<file path="src/rtl/dram_ctl_pkg.sv">
package dram_ctl_pkg;
  typedef enum logic [2:0] {
    S_IDLE, S_ROW, S_COL, S_PRE, S_RF_ROW, S_RF_PRE
  } seq_state_e;

  typedef enum logic [1:0] {
    ASEL_ROW, ASEL_COL, ASEL_RFSH
  } addr_sel_e;
endpackage

</file>
<file path="src/rtl/dram_rfsh_ctr.sv">
module dram_rfsh_ctr #(
  parameter int ROW_W = 11
) (
  input  logic             clk_i,
  input  logic             rst_ni,
  input  logic             tick_i,
  input  logic             take_i,
  input  logic             adv_i,
  output logic             pend_o,
  output logic [ROW_W-1:0] row_o
);
  localparam logic [ROW_W-1:0] LastRow = {ROW_W{1'b1}};

  always_ff @(posedge clk_i or negedge rst_ni) begin
    if (!rst_ni) begin
      pend_o <= 1'b0;
      row_o  <= '0;
    end else begin
      pend_o <= tick_i | (pend_o & ~take_i);
      if (adv_i) row_o <= (row_o == LastRow) ? '0 : row_o + 1'b1;
    end
  end

  p_wrap_r5: assert property (@(posedge clk_i) disable iff (!rst_ni)
    adv_i && row_o == LastRow |=> row_o == '0);
  p_step_r5: assert property (@(posedge clk_i) disable iff (!rst_ni)
    !adv_i |=> $stable(row_o));
endmodule

</file>
<file path="src/rtl/dram_addr_mux.sv">
module dram_addr_mux #(
  parameter int ROW_W = 11,
  parameter int COL_W = 11,
  parameter int MUX_W = (ROW_W > COL_W) ? ROW_W : COL_W
) (
  input  dram_ctl_pkg::addr_sel_e sel_i,
  input  logic [ROW_W-1:0]        req_row_i,
  input  logic [COL_W-1:0]        req_col_i,
  input  logic [ROW_W-1:0]        rf_row_i,
  output logic [MUX_W-1:0]        addr_o
);
  import dram_ctl_pkg::*;
  logic [MUX_W-1:0] row_x, col_x, rf_x;

  generate
    if (MUX_W > ROW_W) begin : g_row_pad
      assign row_x = {{(MUX_W-ROW_W){1'b0}}, req_row_i};
      assign rf_x  = {{(MUX_W-ROW_W){1'b0}}, rf_row_i};
    end else begin : g_row_full
      assign row_x = req_row_i;
      assign rf_x  = rf_row_i;
    end
    if (MUX_W > COL_W) begin : g_col_pad
      assign col_x = {{(MUX_W-COL_W){1'b0}}, req_col_i};
    end else begin : g_col_full
      assign col_x = req_col_i;
    end
  endgenerate

  always_comb begin
    unique case (sel_i)
      ASEL_COL:  addr_o = col_x;
      ASEL_RFSH: addr_o = rf_x;
      default:   addr_o = row_x;
    endcase
  end
endmodule

</file>
<file path="src/rtl/dram_seq_fsm.sv">
module dram_seq_fsm #(
  parameter int ROW_W  = 11,
  parameter int COL_W  = 11,
  parameter int DATA_W = 4,
  localparam int AW    = ROW_W + COL_W
) (
  input  logic                    clk_i,
  input  logic                    rst_ni,
  input  logic                    pend_i,
  output logic                    take_o,
  output logic                    adv_o,
  input  logic                    req_valid_i,
  output logic                    req_ready_o,
  input  logic                    req_we_i,
  input  logic [AW-1:0]           req_addr_i,
  input  logic [DATA_W-1:0]       req_wdata_i,
  output logic                    rsp_valid_o,
  output logic [DATA_W-1:0]       rsp_rdata_o,
  output dram_ctl_pkg::addr_sel_e sel_o,
  output logic [ROW_W-1:0]        row_q_o,
  output logic [COL_W-1:0]        col_q_o,
  output logic                    row_stb_o,
  output logic                    col_stb_o,
  output logic                    we_o,
  output logic [DATA_W-1:0]       wdata_o,
  input  logic [DATA_W-1:0]       rdata_i
);
  import dram_ctl_pkg::*;

  seq_state_e state_q, state_d;
  logic       we_q;
  logic       accept;

  assign req_ready_o = (state_q == S_IDLE) && !pend_i;
  assign accept      = req_ready_o && req_valid_i;
  assign take_o      = (state_q == S_IDLE) && pend_i;
  assign adv_o       = (state_q == S_RF_ROW);

  always_comb begin
    state_d = state_q;
    unique case (state_q)
      S_IDLE:   if (pend_i) state_d = S_RF_ROW;
                else if (req_valid_i) state_d = S_ROW;
      S_ROW:    state_d = S_COL;
      S_COL:    state_d = S_PRE;
      S_PRE:    state_d = S_IDLE;
      S_RF_ROW: state_d = S_RF_PRE;
      S_RF_PRE: state_d = S_IDLE;
      default:  state_d = S_IDLE;
    endcase
  end

  always_ff @(posedge clk_i or negedge rst_ni) begin
    if (!rst_ni) begin
      state_q     <= S_IDLE;
      we_q        <= 1'b0;
      row_q_o     <= '0;
      col_q_o     <= '0;
      wdata_o     <= '0;
      rsp_valid_o <= 1'b0;
      rsp_rdata_o <= '0;
    end else begin
      state_q     <= state_d;
      rsp_valid_o <= (state_q == S_PRE) && !we_q;
      if (state_q == S_PRE) rsp_rdata_o <= rdata_i;
      if (accept) begin
        we_q    <= req_we_i;
        row_q_o <= req_addr_i[AW-1:COL_W];
        col_q_o <= req_addr_i[COL_W-1:0];
        wdata_o <= req_wdata_i;
      end
    end
  end

  always_comb begin
    row_stb_o = (state_q == S_ROW) || (state_q == S_COL) || (state_q == S_RF_ROW);
    col_stb_o = (state_q == S_COL);
    we_o      = (state_q == S_COL) && we_q;
    if (state_q == S_COL)         sel_o = ASEL_COL;
    else if (state_q == S_RF_ROW) sel_o = ASEL_RFSH;
    else                          sel_o = ASEL_ROW;
  end

  p_col_under_row_r2: assert property (@(posedge clk_i) disable iff (!rst_ni)
    col_stb_o |-> row_stb_o);
  p_row_before_col_r1: assert property (@(posedge clk_i) disable iff (!rst_ni)
    accept |=> row_stb_o && !col_stb_o ##1 col_stb_o);
  p_rf_no_col_r4: assert property (@(posedge clk_i) disable iff (!rst_ni)
    (state_q == S_RF_ROW || state_q == S_RF_PRE) |-> !col_stb_o);
  p_pend_first_r7: assert property (@(posedge clk_i) disable iff (!rst_ni)
    pend_i && state_q == S_IDLE |=> state_q == S_RF_ROW);
  p_rsp_one_pulse_r3: assert property (@(posedge clk_i) disable iff (!rst_ni)
    rsp_valid_o |=> !rsp_valid_o);
endmodule

</file>
<file path="src/rtl/dram_refresh_mux.sv">
module dram_refresh_mux #(
  parameter int ROW_W  = 11,
  parameter int COL_W  = 11,
  parameter int DATA_W = 4,
  localparam int AW    = ROW_W + COL_W,
  localparam int MUX_W = (ROW_W > COL_W) ? ROW_W : COL_W
) (
  input  logic              clk_i,
  input  logic              rst_ni,
  input  logic              refresh_tick_i,
  input  logic              req_valid_i,
  output logic              req_ready_o,
  input  logic              req_we_i,
  input  logic [AW-1:0]     req_addr_i,
  input  logic [DATA_W-1:0] req_wdata_i,
  output logic              rsp_valid_o,
  output logic [DATA_W-1:0] rsp_rdata_o,
  output logic [MUX_W-1:0]  mem_addr_o,
  output logic              mem_row_stb_o,
  output logic              mem_col_stb_o,
  output logic              mem_we_o,
  output logic [DATA_W-1:0] mem_wdata_o,
  input  logic [DATA_W-1:0] mem_rdata_i
);
  import dram_ctl_pkg::*;

  logic             pend, take, adv;
  logic [ROW_W-1:0] rf_row, row_q;
  logic [COL_W-1:0] col_q;
  addr_sel_e        sel;

  dram_rfsh_ctr #(.ROW_W(ROW_W)) u_ctr (
    .clk_i, .rst_ni, .tick_i(refresh_tick_i), .take_i(take), .adv_i(adv),
    .pend_o(pend), .row_o(rf_row)
  );

  dram_seq_fsm #(.ROW_W(ROW_W), .COL_W(COL_W), .DATA_W(DATA_W)) u_fsm (
    .clk_i, .rst_ni, .pend_i(pend), .take_o(take), .adv_o(adv),
    .req_valid_i, .req_ready_o, .req_we_i, .req_addr_i, .req_wdata_i,
    .rsp_valid_o, .rsp_rdata_o, .sel_o(sel), .row_q_o(row_q), .col_q_o(col_q),
    .row_stb_o(mem_row_stb_o), .col_stb_o(mem_col_stb_o), .we_o(mem_we_o),
    .wdata_o(mem_wdata_o), .rdata_i(mem_rdata_i)
  );

  dram_addr_mux #(.ROW_W(ROW_W), .COL_W(COL_W), .MUX_W(MUX_W)) u_mux (
    .sel_i(sel), .req_row_i(row_q), .req_col_i(col_q), .rf_row_i(rf_row),
    .addr_o(mem_addr_o)
  );

  p_tick_stalls_r6: assert property (@(posedge clk_i) disable iff (!rst_ni)
    refresh_tick_i |=> !req_ready_o);
endmodule

</file>
<file path="config.mk">
export PLATFORM = sky130hd
export DESIGN_NAME = dram_refresh_mux
export DESIGN_NICKNAME = d
export VERILOG_FILES = /design/src/rtl/dram_ctl_pkg.sv /design/src/rtl/dram_rfsh_ctr.sv /design/src/rtl/dram_addr_mux.sv /design/src/rtl/dram_seq_fsm.sv /design/src/rtl/dram_refresh_mux.sv
export SDC_FILE = /design/constraint.sdc
export NUM_CORES = 1
export LEC_CHECK = 0
export ABC_AREA = 1
export BUFFER_PORTS_ARGS = -buffer_cell sky130_fd_sc_hd__buf_2
export CAP_MARGIN = 20
export CELL_PAD_IN_SITES_DETAIL_PLACEMENT = 1
export CELL_PAD_IN_SITES_GLOBAL_PLACEMENT = 1
export CORE_MARGIN = 2
export CORE_UTILIZATION = 38
export CTS_CLUSTER_DIAMETER = 50
export DETAILED_ROUTE_END_ITERATION = 6
export GPL_TIMING_DRIVEN = 0
export PLACE_DENSITY = 0.81
export SLEW_MARGIN = 20
export SYNTH_ARGS = -nofsm -noshare
export SYNTH_HDL_FRONTEND = slang
export SYNTH_HIERARCHICAL = 1
export SYNTH_SLANG_ARGS = --single-unit
</file>
<file path="constraint.sdc">
create_clock -name clk_i -period 1.75 [get_ports clk_i]
set_input_delay 0.0875 -clock clk_i [delete_from_list [all_inputs] [get_ports clk_i]]
set_output_delay 0.0875 -clock clk_i [all_outputs]
set_load 0.05 [all_outputs]
</file>
==> metrics.txt <==
outcome=finished with violations; die area=6890 sq um; cell internal pwr=about 3.7 mW; I/O Buffers=58; post-synthesis async set-or-reset flop share=100%; fraction of layout cells with a size suffix above 1=39.1%; Netlist Area Pre-Place=2370 sq um; dpl hpwl=4.58 mm; clk sinks=47; Ports=59; Area contributors post-synth=dfrtp_1 (50%), nand2_1 (27%), inv_1 (4.6%), buf_6 (1.9%), nor2_1 (1.7%); top post-synthesis cells by count=nand2_1 (170), dfrtp_1 (47), inv_1 (29); CTS clk-pin slew, worst paths=~0.09 ns; initial antenna violation count=0; total number of vias=2522; min Tclk post-route=2.01 ns; fin area=3710 sq um; Hold WC Path Type=in -> reg; post-synth top area cell=dfrtp_1; final number of hold-violating endpoints=0; Clock Power Share=9.1%; Least-Margin Pin Slew=0.622 ns; Cells after Synth=310; failing checks=negative setup slack; Yosys warning count=6; area grow syn2layout=56.5%; ANT cells=0; clk root buf=clkbuf_8; Gate power share=65.2%; register area share after synthesis=49.6%; Lkg Pwr=between 2 and 2.5 nW; final layout net count=460; Max Root-Sink Buffers=2; Initial Utilization=39.6%; final worst slack=-0.255 ns; Yosys cell types=25; pwr dens=between 1500 and 2000 nW/um^2; Num CTS Buffers=5; number of flops mapped to enable cells by yosys=0; Yosys top cell area share=49.6%; most used flip-flop cell after synthesis=dfrtp_1; vias per cell=5.07; Sw Ratio=49.7%; period utilization=115%; Placed Area=2880 sq um; remaining routing DRC violations=0; antenna viol nets, final=0; Total GRT Usage=24.8%; Avg WL per Cell=19.1 um; sequential power share=25.7%; Setup crit end kind=output pin; Setup Skew=0.00720 ns; CP arrival=1.92 ns; Pins Over Slew Limit=0; fmax=499 MHz; Synth Register Bits=between 40 and 50; WS Path Type=reg -> out; global-route wire length before repair=13.6 mm; Routed WL=9.50 mm; DRT Pass-1 Iters=4; DIE HEIGHT=83.0 um; Clock Latency Late Sink=0.30 ns; GR Overflow Total=0; Hold WS=0.00507 ns; syn nets=348; Max-Cap Viols=0; Max Fanout on Critical Path=5; syn_area_per_cell=7.66 sq um; CTS tree=yes; Fillers=698; Die W=83.0 um; top-count cell post-synth=nand2_1; RSZ-0062 raised after global routing=true; Worst setup SP type=flip-flop; Detailed Route Iter0 Violations=88; vias in the first global route=2659; htree depth=2; WP data required=1.66 ns; Setup Viol. Count Final=11; Worst VDD drop=0.00150 V; sw power=roughly 3.7 mW; Slew Limit Headroom=between 50% and 60%; largest net degree at the start of global routing=48; Core ar.=about 6000 sq um; row cnt=28; gp weighted congestion=0.755
## area by class of cell
type | count | area (sq um) | share of cell area [%]
Buffer | 8 | 96.3 | 2.59
Clock buffer | 6 | 82.6 | 2.22
Clock inverter | 1 | 5.00 | 0.135
Inverter | 33 | 139 | 3.74
Multi-Input combinational cell | 221 | 1240 | 33.4
Sequential cell | 47 | 1180 | 31.7
Tap cell | 75 | 93.8 | 2.53
Timing Repair Buffer | 106 | 881 | 23.7
## kinds of logic (layout without fill, tap and decap cells)
kind of cell / Yosys count / in the layout / share of synthesized area, %
adders and majority gates: 3 / 3 / 1.58
AOI/OAI and AO/OA: 12 / 12 / 2.74
DFF: 47 / 47 / 49.6
buffers and inverters: 42 / 154 / 8.49
and+or+nand+nor: 203 / 203 / 36.5
xor gates and xnor gates: 3 / 3 / 1.11
## worst max-delay path: stages (launching register included)
cell	delay, ns
dfrtp_1	0.41
buf_4	0.15
nand2_2	0.11
inv_2	0.07
inv_1	0.06
ha_2	0.21
buf_6	0.15
nand2_1	0.08
nand2_2	0.12
nand2_4	0.07
nand2_4	0.06
buf_8	0.14
## metrics by stage
step                cells  setup TNS [ns]  total power, mW  utilization (%)  worst slack [ns]
floorplan             310          -0.202             4.31                -           -0.0218
global route          497           -3.39             7.70             62.0            -0.325
global placement      443          -0.996             4.92             48.0            -0.102
CTS                   484           -1.59             6.74             59.0            -0.155
detailed placement    443           -1.31             5.04             48.0            -0.144
finish                497           -2.62             7.38             62.0            -0.255
## path summary, 6_finish.rpt
kind                                    from                 to  slack [ns]  cells after the start
setup / recovery            u_fsm/state_q[2]      mem_addr_o[6]       -0.26                     11
hold / removal                 req_addr_i[8]   u_fsm/col_q_o[8]       0.005                      3
setup reg to reg            u_fsm/state_q[0]     u_ctr/row_o[9]        0.03                     11
hold reg to reg            u_fsm/row_q_o[10]  u_fsm/row_q_o[10]        0.49                      2
max in group asynchronous             rst_ni   u_fsm/state_q[1]        0.92                      2
min in group asynchronous             rst_ni   u_fsm/row_q_o[3]        0.36                      2
## flip-flops by register name (all words and copies together), names as in the netlist
| register | cells |
|---|---|
| u_fsm/wdata_o | 4 |
| u_ctr/row_o | 11 |
| u_fsm/rsp_valid_o | 1 |
| u_ctr/pend_o | 1 |
| u_fsm/row_q_o | 11 |
| u_fsm/state_q | 3 |
| u_fsm/col_q_o | 11 |
| u_fsm/we_q | 1 |
| u_fsm/rsp_rdata_o | 4 |
## power groups by stage
stage	combinational, mW	sequential, mW	clock [mW]
after floorplan	2.20	2.10	0
after global routing	5.04	1.94	0.727
after global placement	3.10	1.82	0
after CTS	4.22	1.83	0.695
after detailed placement	3.18	1.85	0
final	4.81	1.89	0.673
## what timing repair did
| action | 4_1_cts | 5_1_grt |
|---|---|---|
| hold buffers | 23 | 1 |
| buffers inserted | 10 | 11 |
| endpoints found under the hold margin | 23 | 47 |
| pin swaps | 13 | 12 |
| gates resized for setup | 77 | 20 |
| setup endpoints to repair | 12 | 19 |
| gates cloned | 2 | 1 |
## placed cells by master (no fill, tap or decap), drive strengths merged, types with 3 or more instances in the layout
cell / count
ha: 3
clkbuf: 8
nor2: 16
dfrtp: 47
buf: 88
a21oi: 6
nand2: 175
nand3: 8
dlygate4sd3: 24
inv: 31
o21ai: 4
## metal layers
layer / global-route usage, % / routed length (um) / vias to the layer above / part of all wire (%)
met5: 0 / 0 / - / 0
met3: 4.47 / 306 / 29 / 3.2
met1: 29.3 / 3720 / 1274 / 39
li1: - / - / 1143 / -
met2: 44.9 / 5120 / 76 / 54
met4: 8.94 / 357 / 0 / 3.8
No activity file was read; power rests on OpenSTA's default activity.
